--- config.mk ---
export PLATFORM = sky130hd
export DESIGN_NAME = legacy_addr_guard
export DESIGN_NICKNAME = d
export VERILOG_FILES = /design/src/rtl/lag_pkg.sv /design/src/rtl/lag_range_chk.sv /design/src/rtl/lag_vec_chk.sv /design/src/rtl/lag_mode_filter.sv /design/src/rtl/legacy_addr_guard.sv
export SDC_FILE = /design/constraint.sdc
export NUM_CORES = 1
export LEC_CHECK = 0
export BUFFER_PORTS_ARGS = -buffer_cell sky130_fd_sc_hd__buf_2
export CAP_MARGIN = 20
export CORE_UTILIZATION = 35
export DETAILED_ROUTE_END_ITERATION = 8
export MAX_ROUTING_LAYER = met4
export PLACE_DENSITY = 0.7
export SLEW_MARGIN = 20
export SYNTH_ARGS = -nofsm -noshare
export SYNTH_HDL_FRONTEND = slang
export SYNTH_HIERARCHICAL = 1
export SYNTH_SLANG_ARGS = --single-unit
export TNS_END_PERCENT = 50
--- constraint.sdc ---
create_clock -name clk -period 1.1 [get_ports clk]
set_input_delay 0.055 -clock clk [delete_from_list [all_inputs] [get_ports clk]]
set_output_delay 0.055 -clock clk [all_outputs]
set_load 0.02 [all_outputs]
--- src/rtl/lag_pkg.sv ---
package lag_pkg;
   localparam int MODE_W = 5;
   localparam logic [MODE_W-1:0] SVC_LEGACY = 5'b00011;
   localparam logic [MODE_W-1:0] SVC_WIDE   = 5'b10011;

   typedef struct packed {
      logic addr_exc;
      logic vec_exc;
   } lag_trap_t;
endpackage

--- src/rtl/lag_range_chk.sv ---
module lag_range_chk #(
   parameter int HI_BITS = 6
) (
   input  logic               data_acc,
   input  logic               prog32,
   input  logic               data32,
   input  logic [HI_BITS-1:0] addr_hi,
   output logic               hit
);
   generate
      if (HI_BITS > 0) begin : g_chk
         always_comb hit = data_acc & ~prog32 & ~data32 & (|addr_hi);
      end else begin : g_none
         always_comb hit = 1'b0;
      end
   endgenerate
endmodule

--- src/rtl/lag_vec_chk.sv ---
module lag_vec_chk #(
   parameter int ADDR_W    = 32,
   parameter int VEC_LIMIT = 32,
   parameter bit READ_TRAP = 1'b0
) (
   input  logic              data_acc,
   input  logic              is_write,
   input  logic              prog32,
   input  logic              mode_b4,
   input  logic [ADDR_W-1:0] addr,
   output logic              hit
);
   localparam logic [ADDR_W-1:0] LIMIT = ADDR_W'(VEC_LIMIT);
   logic in_win;
   logic dir_ok;

   always_comb in_win = (addr < LIMIT);

   generate
      if (READ_TRAP) begin : g_rd_trap
         always_comb dir_ok = 1'b1;
      end else begin : g_wr_only
         always_comb dir_ok = is_write;
      end
   endgenerate

   always_comb hit = data_acc & prog32 & ~mode_b4 & in_win & dir_ok;
endmodule

--- src/rtl/lag_mode_filter.sv ---
module lag_mode_filter #(
   parameter int MODE_W    = 5,
   parameter int LOCK_LO   = 2,
   parameter int LOCK_HI   = 4,
   parameter int ADDR_W    = 32,
   parameter int PC_KEEP_W = 26
) (
   input  logic              prog32,
   input  logic [MODE_W-1:0] wr_req,
   input  logic [ADDR_W-1:0] pc_in,
   output logic [MODE_W-1:0] wr_en,
   output logic [ADDR_W-1:0] pc_out,
   output logic [MODE_W-1:0] hdl_mode
);
   import lag_pkg::*;
   localparam logic [ADDR_W-1:0] PC_MASK =
      ((ADDR_W'(1) << PC_KEEP_W) - ADDR_W'(1)) & ~ADDR_W'(3);

   genvar b;
   generate
      for (b = 0; b < MODE_W; b++) begin : g_bit
         if (b >= LOCK_LO && b <= LOCK_HI) begin : g_lock
            always_comb wr_en[b] = wr_req[b] & prog32;
         end else begin : g_free
            always_comb wr_en[b] = wr_req[b];
         end
      end
   endgenerate

   always_comb begin
      pc_out   = prog32 ? pc_in : (pc_in & PC_MASK);
      hdl_mode = prog32 ? MODE_W'(SVC_WIDE) : MODE_W'(SVC_LEGACY);
   end
endmodule

--- src/rtl/legacy_addr_guard.sv ---
module legacy_addr_guard #(
   parameter int ADDR_W    = 32,
   parameter int HI_BITS   = 6,
   parameter int VEC_LIMIT = 32,
   parameter bit READ_TRAP = 1'b0,
   parameter int MODE_W    = 5,
   parameter int LOCK_LO   = 2,
   parameter int LOCK_HI   = 4
) (
   input  logic              clk,
   input  logic              rst_n,
   input  logic              cfg_prog32,
   input  logic              cfg_data32,
   input  logic              mode_b4_i,
   input  logic              acc_valid,
   input  logic [ADDR_W-1:0] acc_addr,
   input  logic              acc_fetch,
   input  logic              acc_write,
   input  logic [MODE_W-1:0] sr_wr_req,
   input  logic [ADDR_W-1:0] pc_i,
   output logic              acc_valid_o,
   output logic              addr_exc_o,
   output logic              vec_exc_o,
   output logic [MODE_W-1:0] sr_wr_en_o,
   output logic [ADDR_W-1:0] pc_o,
   output logic [MODE_W-1:0] exc_mode_o
);
   import lag_pkg::*;
   localparam int PC_KEEP_W = ADDR_W - HI_BITS;

   generate
      if (HI_BITS < 1 || HI_BITS >= ADDR_W) begin : g_bad_hi
         $error("HI_BITS must lie between 1 and ADDR_W-1");
      end
      if (VEC_LIMIT < 1 || (VEC_LIMIT & (VEC_LIMIT - 1)) != 0) begin : g_bad_vec
         $error("VEC_LIMIT must be a power of two");
      end
      if (LOCK_HI >= MODE_W || LOCK_LO > LOCK_HI) begin : g_bad_lock
         $error("lock range outside mode field");
      end
   endgenerate

   logic              data_acc;
   logic              rng_hit;
   logic              vec_hit;
   lag_trap_t         trap_d;
   logic [MODE_W-1:0] wr_en_d;
   logic [ADDR_W-1:0] pc_d;
   logic [MODE_W-1:0] hdl_mode_d;

   always_comb data_acc = acc_valid & ~acc_fetch;

   lag_range_chk #(.HI_BITS(HI_BITS)) u_range (
      .data_acc (data_acc),
      .prog32   (cfg_prog32),
      .data32   (cfg_data32),
      .addr_hi  (acc_addr[ADDR_W-1 -: HI_BITS]),
      .hit      (rng_hit)
   );

   lag_vec_chk #(.ADDR_W(ADDR_W), .VEC_LIMIT(VEC_LIMIT), .READ_TRAP(READ_TRAP)) u_vec (
      .data_acc (data_acc),
      .is_write (acc_write),
      .prog32   (cfg_prog32),
      .mode_b4  (mode_b4_i),
      .addr     (acc_addr),
      .hit      (vec_hit)
   );

   lag_mode_filter #(.MODE_W(MODE_W), .LOCK_LO(LOCK_LO), .LOCK_HI(LOCK_HI),
                     .ADDR_W(ADDR_W), .PC_KEEP_W(PC_KEEP_W)) u_filt (
      .prog32   (cfg_prog32),
      .wr_req   (sr_wr_req),
      .pc_in    (pc_i),
      .wr_en    (wr_en_d),
      .pc_out   (pc_d),
      .hdl_mode (hdl_mode_d)
   );

   // Address trap outranks vector trap.
   always_comb begin
      trap_d.addr_exc = rng_hit;
      trap_d.vec_exc  = vec_hit & ~rng_hit;
   end

   always_ff @(posedge clk) begin
      if (!rst_n) begin
         acc_valid_o <= 1'b0;
         addr_exc_o  <= 1'b0;
         vec_exc_o   <= 1'b0;
         sr_wr_en_o  <= '0;
         pc_o        <= '0;
         exc_mode_o  <= '0;
      end else begin
         acc_valid_o <= acc_valid;
         addr_exc_o  <= trap_d.addr_exc;
         vec_exc_o   <= trap_d.vec_exc;
         sr_wr_en_o  <= wr_en_d;
         pc_o        <= pc_d;
         exc_mode_o  <= hdl_mode_d;
      end
   end
endmodule

==> flow_summary.yaml <==
setup_path:
  worst-path-max-fanout: 1
  cp_delay_by_family_top: "flip-flops"
  critical_path_depth: 1
  crit_path_max_incr_delay_ns: 0.31
  crit_required_ns: 1.04
  worst-setup-path-type: "flop to output port"
  endpoint_kind: "output port"
  path_buf_inv: 1
  crit_slowest_cell: "dfxtp_1"
  worst_ep_arrival_time_ns: 0.77
  crit_chain: "buf_2"
  cp-start-kind: "flop"
cts:
  postCtsSetupRepairBufs: 0
  deepest_clock_path_buffer_count: 2
  cts.sinks: 45
  tritoncts_clock_tree: "done"
  clock_buffers_created_by_tritoncts: 5
  ctsRootBufferMaster: "clkbuf_8"
  h-tree-depth: 2
  worst_setup_hold_path_clk_slew_ns: 0.08
sta:
  rsz0062_at_grt: "no"
  slew_violations: 0
  hold_viol: 0
  timing.final.ws_setup_ns: 0.276
  fin_crit_sh_pct: 74.9
  setup_viol_count_final: 0
  timing.fmax_mhz: 1210
  finalHoldWorstSlack_ns: 0.0867
  final_critical_path_required_period_ns: 0.824
floorplanning:
  fp.dieArea_um2: 5150
  fp.dieW_um: 71.8
  io-pin-count: 122
  die_h_um: 71.8
  initial_utilization_pct: 36.3
  core_area_um2: 4690
  std_cell_rows: 25
logic_synthesis:
  ys_types: 16
  syn_avg_cell_area_um2: 11.0
  seq_area_frac_synth_pct: 52.9
  postSynthRegisterBits: 45
  post_synth_inst_count: 155
  count_of_synthesis_stage_warnings_from_yosys: 6
  post_synth_design_cell_area_um2: 1700
drt:
  routed-via-count: 1374
  routed.top_layer: "met4"
  post_route_drc: 1
  met2_length_um: 1960
  detail-route-antenna-nets: 0
  wl_per_cell_um: 10.9
  drt_pre_antenna_iters: 6
  detail_route.vias_per_cell: 4.19
  number_of_drc_markers_in_iteration_0: 22
  met1Wirelength_um: 1330
  wirelength_um: 3570
  met3WireLength_um: 235
global_routing:
  grt_antenna_before_repair: 0
  grt_pass1_vias: 1371
  gr-usage-all-layers_pct: 14.7
  grt_first_pass_wirelength_um: 5660
  grt_start_max_net_pins: 25
  grt_overflow_total: 0
cells_and_area:
  mostFrequentLayoutCell: "buf_2"
  antennaDiodeCount: 0
  finished_core_util_pct: 53.1
  finalNetCount: 350
  area_delta_synth_final_pct: 46.4
  fraction_of_layout_cells_with_a_size_suffix_above_1_pct: 63.5
  most_frequent_cells_in_the_layout: "buf_2 (116), dfxtp_1 (45), and2_2 (44), dlygate4sd3_1 (27), and2_1 (11)"
placement:
  dpl_worst_slack_ns: -0.00189
  place.gp.congestion: 0.748
  placement.io_buffers: 116
  detailed_place_hpwl_um: 2500
min_path:
  hp-class: "input pin to flop"
  hold_path_depth: 3
run_status:
  failed_checks: "DRC"
  status: "finished with violations"
flow_run:
  max-cap-violations: 0
power_and_ir_drop:
  pwr_density_nw_per_um2: 1330
  peak_supply_drop_mv: 0.456
  leakage_uw: 0.00127
## registers in the layout (all words and copies together), names as in the netlist
register / flops
vec_exc_o: 1
sr_wr_en_o: 5
acc_valid_o: 1
addr_exc_o: 1
exc_mode_o: 5
pc_o: 32
## cell usage after synthesis, drive strengths merged
cell type	count	share of area [%]
dfxtp	45	53
nor2	2	0.44
a21oi	1	0.29
conb	2	0.44
and3b	1	0.59
nand4	2	0.73
nor4b	3	2.6
buf	32	14
nor2b	1	0.37
and2	55	23
nor3	1	0.29
or3b	1	0.51
clkbuf	4	1.2
nor4	5	1.8
## cell families (layout without fill, tap and decap cells)
group                  after synthesis  in the layout  share of synthesized area, %
AO/OA/AOI/OAI                        1              1                         0.294
AND/OR/NAND/NOR                     71             71                          30.9
flip-flops                          45             45                          52.9
buffers and inverters               36            153                          15.5
other                                2              4                         0.441
## layout make-up
class,count,area [um2]
tap,54,67.6
timing repair buffer,145,878
clock inverter,1,5.00
fill,415,2200
sequential,45,901
multi-input combinational,76,546
clock buffer,7,96.3
## through the flow
| stage | cells | power [uW] | area (um2) | setup TNS (ns) |
|---|---|---|---|---|
| 6_report | 328 | 3310 | 2490 | 0 |
| 5_1_grt | 328 | 3470 | 2490 | 0 |
| 4_1_cts | 328 | 3370 | 2490 | 0 |
| 3_5_place_dp | 293 | 2200 | 2120 | -0.00189 |
| 3_3_place_gp | 293 | 2190 | 2120 | 0 |
| 2_1_floorplan | 157 | 2050 | 1710 | 0 |
## per-layer routing
layer / track usage (%) / vias up
met5: - / -
met4: 7.19 / 0
met3: 3.52 / 7
met2: 28.0 / 78
met1: 13.5 / 604
li1: - / 685
## worst paths after layout
kind | from | end | slack (ns)
setup / recovery | pc_o[1] | pc_o[1] | 0.28
hold / removal | pc_i[30] | pc_o[30] | 0.09
## repair_timing
action                                 CTS  global route
endpoints found under the hold margin   27             0
resized for setup                        0             0
hold buffers                            27             0
## report_power, final
group	leakage, uW	switching, uW	total (uW)	internal (uW)
Clock	0.0000542	507	1070	567
Sequential	0.000373	17.1	1720	1710
Combinational	0.000845	227	509	282
## worst min-delay path, cell delays in order
cell	delay [ns]
buf_2	0.07
and2_1	0.10
and2_2	0.12
(Power assumes the default switching activity.)
